**config.mk**
```make
export PLATFORM = sky130hd
export DESIGN_NAME = irq_dispatch_ctrl
export DESIGN_NICKNAME = d
export VERILOG_FILES = /design/src/rtl/idc_pkg.sv /design/src/rtl/idc_fifo.sv /design/src/rtl/idc_admit.sv /design/src/rtl/idc_seq.sv /design/src/rtl/irq_dispatch_ctrl.sv
export SDC_FILE = /design/constraint.sdc
export NUM_CORES = 1
export LEC_CHECK = 0
export ABC_CLOCK_PERIOD_IN_PS = 6800
export BUFFER_PORTS_ARGS = -buffer_cell sky130_fd_sc_hd__buf_2
export CAP_MARGIN = 40
export CORE_MARGIN = 1
export CORE_UTILIZATION = 55
export DETAILED_ROUTE_END_ITERATION = 10
export PLACE_DENSITY = 0.72
export SKIP_CTS_REPAIR_TIMING = 1
export SYNTH_ARGS = -nofsm -noshare
export SYNTH_HDL_FRONTEND = slang
export SYNTH_SLANG_ARGS = --single-unit
```
**constraint.sdc**
```tcl
create_clock -name clk_i -period 6.8 [get_ports clk_i]
set_input_delay 0.68 -clock clk_i [delete_from_list [all_inputs] [get_ports clk_i]]
set_output_delay 0.68 -clock clk_i [all_outputs]
set_load 0.02 [all_outputs]
```
**src/rtl/idc_pkg.sv**
```systemverilog
package idc_pkg;
  localparam int unsigned DEV_W  = 6;
  localparam int unsigned ADDR_W = 16;

  typedef enum logic [1:0] {
    ST_IDLE,
    ST_LOOK,
    ST_OFFER,
    ST_RUN
  } idc_state_e;
endpackage

```
**src/rtl/idc_fifo.sv**
```systemverilog
module idc_fifo #(
  parameter int unsigned W     = 6,
  parameter int unsigned DEPTH = 64,
  localparam int unsigned PW   = (DEPTH > 1) ? $clog2(DEPTH) : 1,
  localparam int unsigned CW   = $clog2(DEPTH + 1)
) (
  input  logic          clk_i,
  input  logic          rst_ni,
  input  logic          push_i,
  input  logic [W-1:0]  din_i,
  input  logic          pop_i,
  output logic [W-1:0]  dout_o,
  output logic          empty_o,
  output logic          full_o,
  output logic [CW-1:0] cnt_o
);
  logic [W-1:0]  mem_q [DEPTH];
  logic [PW-1:0] wr_q, rd_q;
  logic [CW-1:0] cnt_q;

  logic do_push, do_pop;
  assign do_push = push_i && !full_o;
  assign do_pop  = pop_i && !empty_o;

  always_ff @(posedge clk_i or negedge rst_ni) begin
    if (!rst_ni) begin
      wr_q  <= '0;
      rd_q  <= '0;
      cnt_q <= '0;
    end else begin
      if (do_push) wr_q <= (wr_q == PW'(DEPTH - 1)) ? '0 : wr_q + 1'b1;
      if (do_pop)  rd_q <= (rd_q == PW'(DEPTH - 1)) ? '0 : rd_q + 1'b1;
      cnt_q <= cnt_q + CW'(do_push) - CW'(do_pop);
    end
  end

  always_ff @(posedge clk_i) begin
    if (do_push) mem_q[wr_q] <= din_i;
  end

  assign dout_o  = mem_q[rd_q];
  assign empty_o = (cnt_q == '0);
  assign full_o  = (cnt_q == CW'(DEPTH));
  assign cnt_o   = cnt_q;
endmodule

```
**src/rtl/idc_admit.sv**
```systemverilog
module idc_admit #(
  parameter int unsigned DEV_W = 6
) (
  input  logic             clk_i,
  input  logic             rst_ni,
  input  logic             req_valid_i,
  input  logic [DEV_W-1:0] req_dev_i,
  input  logic             q_full_i,
  output logic             push_o,
  output logic             ovf_o
);
  logic dev_ok;
  assign dev_ok = (req_dev_i != '0);
  assign push_o = req_valid_i && dev_ok && !q_full_i;

  always_ff @(posedge clk_i or negedge rst_ni) begin
    if (!rst_ni)                               ovf_o <= 1'b0;
    else if (req_valid_i && dev_ok && q_full_i) ovf_o <= 1'b1;
  end
endmodule

```
**src/rtl/idc_seq.sv**
```systemverilog
module idc_seq
  import idc_pkg::*;
#(
  parameter int unsigned DESC_BASE   = 4,
  parameter int unsigned DESC_WORDS  = 4,
  parameter int unsigned HANDLER_OFS = 2
) (
  input  logic              clk_i,
  input  logic              rst_ni,
  input  logic              head_valid_i,
  input  logic [DEV_W-1:0]  head_dev_i,
  output logic              pop_o,
  output logic              mem_rd_o,
  output logic [ADDR_W-1:0] mem_addr_o,
  input  logic [ADDR_W-1:0] mem_rdata_i,
  output logic              disp_valid_o,
  output logic [ADDR_W-1:0] disp_addr_o,
  input  logic              disp_ack_i,
  input  logic              irt_i,
  output logic              busy_o
);
  idc_state_e st_q;
  logic [ADDR_W-1:0] hnd_q;
  logic [ADDR_W-1:0] dev_ext;

  assign dev_ext    = ADDR_W'(head_dev_i);
  assign mem_rd_o   = (st_q == ST_IDLE) && head_valid_i;
  assign pop_o      = mem_rd_o;
  assign mem_addr_o = ADDR_W'(DESC_BASE + HANDLER_OFS)
                    + ADDR_W'(DESC_WORDS) * (dev_ext - 1'b1);

  always_ff @(posedge clk_i or negedge rst_ni) begin
    if (!rst_ni) begin
      st_q  <= ST_IDLE;
      hnd_q <= '0;
    end else begin
      unique case (st_q)
        ST_IDLE:  if (head_valid_i) st_q <= ST_LOOK;
        ST_LOOK: begin
          // zero handler: drop and re-enable at once
          if (mem_rdata_i != '0) begin
            st_q  <= ST_OFFER;
            hnd_q <= mem_rdata_i;
          end else begin
            st_q <= ST_IDLE;
          end
        end
        ST_OFFER: if (disp_ack_i) st_q <= ST_RUN;
        ST_RUN:   if (irt_i) st_q <= ST_IDLE;
        default:  st_q <= ST_IDLE;
      endcase
    end
  end

  assign disp_valid_o = (st_q == ST_OFFER);
  assign disp_addr_o  = hnd_q;
  assign busy_o       = (st_q != ST_IDLE);
endmodule

```
**src/rtl/irq_dispatch_ctrl.sv**
```systemverilog
module irq_dispatch_ctrl
  import idc_pkg::*;
#(
  parameter int unsigned DEPTH = 64,
  localparam int unsigned CW   = $clog2(DEPTH + 1)
) (
  input  logic              clk_i,
  input  logic              rst_ni,
  input  logic              req_valid_i,
  input  logic [DEV_W-1:0]  req_dev_i,
  output logic              mem_rd_o,
  output logic [ADDR_W-1:0] mem_addr_o,
  input  logic [ADDR_W-1:0] mem_rdata_i,
  output logic              disp_valid_o,
  output logic [ADDR_W-1:0] disp_addr_o,
  input  logic              disp_ack_i,
  input  logic              irt_i,
  output logic              busy_o,
  output logic              ovf_o
);
  logic             push, pop, q_empty, q_full;
  logic [DEV_W-1:0] head_dev;
  logic [CW-1:0]    q_cnt;

  idc_admit #(.DEV_W(DEV_W)) u_admit (
    .clk_i, .rst_ni,
    .req_valid_i, .req_dev_i,
    .q_full_i (q_full),
    .push_o   (push),
    .ovf_o
  );

  idc_fifo #(.W(DEV_W), .DEPTH(DEPTH)) u_fifo (
    .clk_i, .rst_ni,
    .push_i  (push),
    .din_i   (req_dev_i),
    .pop_i   (pop),
    .dout_o  (head_dev),
    .empty_o (q_empty),
    .full_o  (q_full),
    .cnt_o   (q_cnt)
  );

  idc_seq u_seq (
    .clk_i, .rst_ni,
    .head_valid_i (!q_empty),
    .head_dev_i   (head_dev),
    .pop_o        (pop),
    .mem_rd_o, .mem_addr_o, .mem_rdata_i,
    .disp_valid_o, .disp_addr_o, .disp_ack_i,
    .irt_i, .busy_o
  );
endmodule

```
==> summary.txt <==
Place
  • Port bufs: 60
  • Post-place setup slack: 1.79 ns
  • Placer Congestion: 0.871
  • HPWL Detailed: 23000 um

Power and ir drop
  • PD cells: 430 mW/mm^2
  • Pleak: 6.42 nW
  • VDD IR max: 0.000370 V

Setup path
  • Crit Path Max Fanout: 49
  • Cell Chain, Critical Path: mux4_2 > mux4_2 > o21ai_0 > a2bb2oi_1 > ha_1 > nor2b_1 > nor4bb_1 > a311oi_2 > xnor2_1 > buf_2
  • R2R depth: 17
  • Critical R2R Launch: u_fifo.cnt_o[4]
  • CP startpoint kind: register
  • Reg2reg end: u_fifo.cnt_o[6]
  • Crit-path max cell delay: 0.97 ns
  • R2r setup slk: 3.47 ns
  • Setup CP Type: register to output pin
  • Critical path capture point type: output pin
  • CP endpoint: mem_addr_o[7]
  • Slowest CP cell: dfrtp_4
  • Crit. Startpoint: u_fifo.rd_q[1]
  • CP dominant cell by count: mux4_2
  • Worst EP required: 6.12 ns
  • Critical path arrival: 4.96 ns

Clock network
  • Sinks on Clock Net: 422
  • CTS tree: done
  • Worst skew pair latency: 0.54 ns
  • CTS max path bufs: 3
  • Clock root cell: clkbuf_16
  • H-tree levels: 2
  • CTS Buf Count: 42
  • CTS clk-pin slew, worst paths: 0.06 ns

Yosys
  • Largest area contributor in the netlist: edfxtp_1
  • Top FF cell, synth: edfxtp_1
  • Most frequent cell after synthesis: edfxtp_1
  • Seq/Total Area, Yosys: 0.722
  • Number of synthesized flops with an enable pin: 384
  • Netlist cell types: 56
  • Commonest cells post-synth: 384 x edfxtp_1, 95 x mux4_2, 85 x nor2_1
  • Ys Warns: 0
  • Mapped Nets: 970
  • Post-Syn Area: 0.0173 mm^2
  • Gate Count Post-Synth: 929
  • Post-synth top area share: 0.667
  • Async set or reset register ratio after synthesis: 0.0900
  • Syn Area/Cell: 18.6 um^2
  • Largest cells by area after synthesis: edfxtp_1 67%, mux4_2 12%, dfrtp_1 5.5%
  • #FFs+latches synth: 422

Layout
  • P&R area growth vs syn: 11.8%
  • Final net count: 1045
  • Share of cells above drive strength 1: 0.256
  • N_diodes: 0

Timing
  • RSZ-0062 raised after global routing: no
  • Max Clk Rate: 0.177 GHz
  • Period utilisation layout: 0.830
  • Hold Violations, Final: 0
  • Final Worst Setup Slack: 1.16 ns
  • Rel. slew slack: 0.395
  • Setup TNS Final: 0 ns
  • Slew Limit Fails: 0
  • Worst Max-Slew Pin Slew: 0.905 ns
  • Final count of negative-setup-slack endpoints: 0
  • Final worst path period need: 5.64 ns
  • Clk_skew: 0.0236 ns

Route
  • DRT iter0 DRCs: 987
  • First-pass DRT Iterations: 8
  • Routed vias: 8980
  • Drt drc: 8
  • DR vias/cell: 6.27
  • Routed wire per std cell: 25.6 um
  • DRT antenna net count: 0
  • Final wirelength: 36600 um

Global routing
  • Vias in the first global route: 8772
  • Largest net degree at the start of global routing: 66
  • First-pass GRT wire length: 55100 um
  • GRT Overall Usage: 0.239
  • Remaining Overflow, GRT: 0
  • Initial antenna violation count: 0

Die
  • Die Footprint: 0.0321 mm^2
  • Die Wd: 179 um
  • Core area: 0.0307 mm^2
  • FP Rows: 64
  • Die H: 179 um
  • Ports: 63
  • Starting Density: 0.562

Outcome
  • Violated checks: DRC
  • Outcome: finished, violations left

Worst hold path
  • Worst min-delay path class: primary input to async pin

Run
  • Max_cap viols: 0
## cells in the final DEF, fill, tap and decap left out, types with 12 or more instances in the layout
cell type	n
edfxtp_1	384
mux4_2	95
nor2_1	85
buf_2	60
clkbuf_16	43
nand2_1	39
dfrtp_1	35
mux2i_1	30
mux2_2	23
inv_1	20
nand3_1	19
xnor2_1	15
a21oi_1	13
ha_1	13
nor2b_1	12
## routing by layer
layer  track usage  wire (um)  up-vias
li1              -          -     3852
met2         0.370      17400      459
met4        0.0728        928        0
met3        0.0494       3450       73
met5             0          0        -
met1         0.345      14900     4596
## through the flow
step / util / hold slack (ns) / total power, mW / instance area [um^2] / std cells
floorplan: - / 0.384 / 5.32 / 17300 / 929
global placement: 0.582 / 0.483 / 6.02 / 17900 / 1353
detailed placement: 0.584 / 0.461 / 6.09 / 18000 / 1356
CTS: 0.628 / 0.0878 / 8.34 / 19300 / 1432
global route: 0.628 / 0.114 / 8.66 / 19300 / 1432
finish: 0.628 / 0.0878 / 8.31 / 19300 / 1432
## worst min-delay path by stage
stage | slack (ns) | from | to | depth (start not counted)
3_5_place_dp | 0.46 | u_admit.ovf_o | u_admit.ovf_o | 1
5_1_grt | 0.11 | rst_ni | u_seq.disp_addr_o[11] | 1
4_1_cts | 0.09 | rst_ni | u_seq.st_q[0] | 1
2_1_floorplan | 0.38 | rst_ni | async pin | 0
3_3_place_gp | 0.48 | u_admit.ovf_o | u_admit.ovf_o | 1
6_report | 0.09 | rst_ni | u_seq.st_q[0] | 1
## final cells by class
class | count | area [um^2]
sequential | 422 | 12500
clock buffer | 59 | 1200
clock inverter | 17 | 161
tap | 396 | 495
inverter | 20 | 75.1
timing repair buffer | 75 | 470
multi-input combinational | 443 | 4440
fill | 2147 | 11400
## sequential cells by signal, indices dropped and copies added (netlist names), named ones only
| name | flops |
|---|---|
| u_seq.disp_addr_o | 16 |
| u_seq.st_q | 1 |
| u_fifo.cnt_o | 7 |
| u_fifo.wr_q | 6 |
| u_fifo.rd_q | 6 |
| u_fifo.mem_q | 384 |
| u_admit.ovf_o | 1 |
## critical path, delay by kind of cell, from the launching register on
kind            cells  cell delay, ns
flops               1            0.97
compound gates      3            0.86
fa+ha+maj           1            0.31
xor+xnor            1            0.16
buf+inv             1            0.19
mux                 2            1.14
simple gates        2            0.77
## power breakdown
part	switching, mW	internal (mW)	total, mW
logic	1.54	1.21	2.75
clock network	0.927	1.34	2.27
registers	0.263	3.02	3.29
total	2.73	5.57	8.31
## logic make-up after synthesis
| family | count (synthesis) | synth area share |
|---|---|---|
| buffers and inverters | 64 | 0.0209 |
| DFF | 422 | 0.722 |
| other | 2 | 0.000435 |
| AOI/OAI and AO/OA | 67 | 0.0282 |
| adders and majority gates | 14 | 0.0106 |
| muxes | 148 | 0.156 |
| xor gates and xnor gates | 18 | 0.00912 |
| and+or+nand+nor | 194 | 0.0523 |
Power figures use the tool's default switching activity.
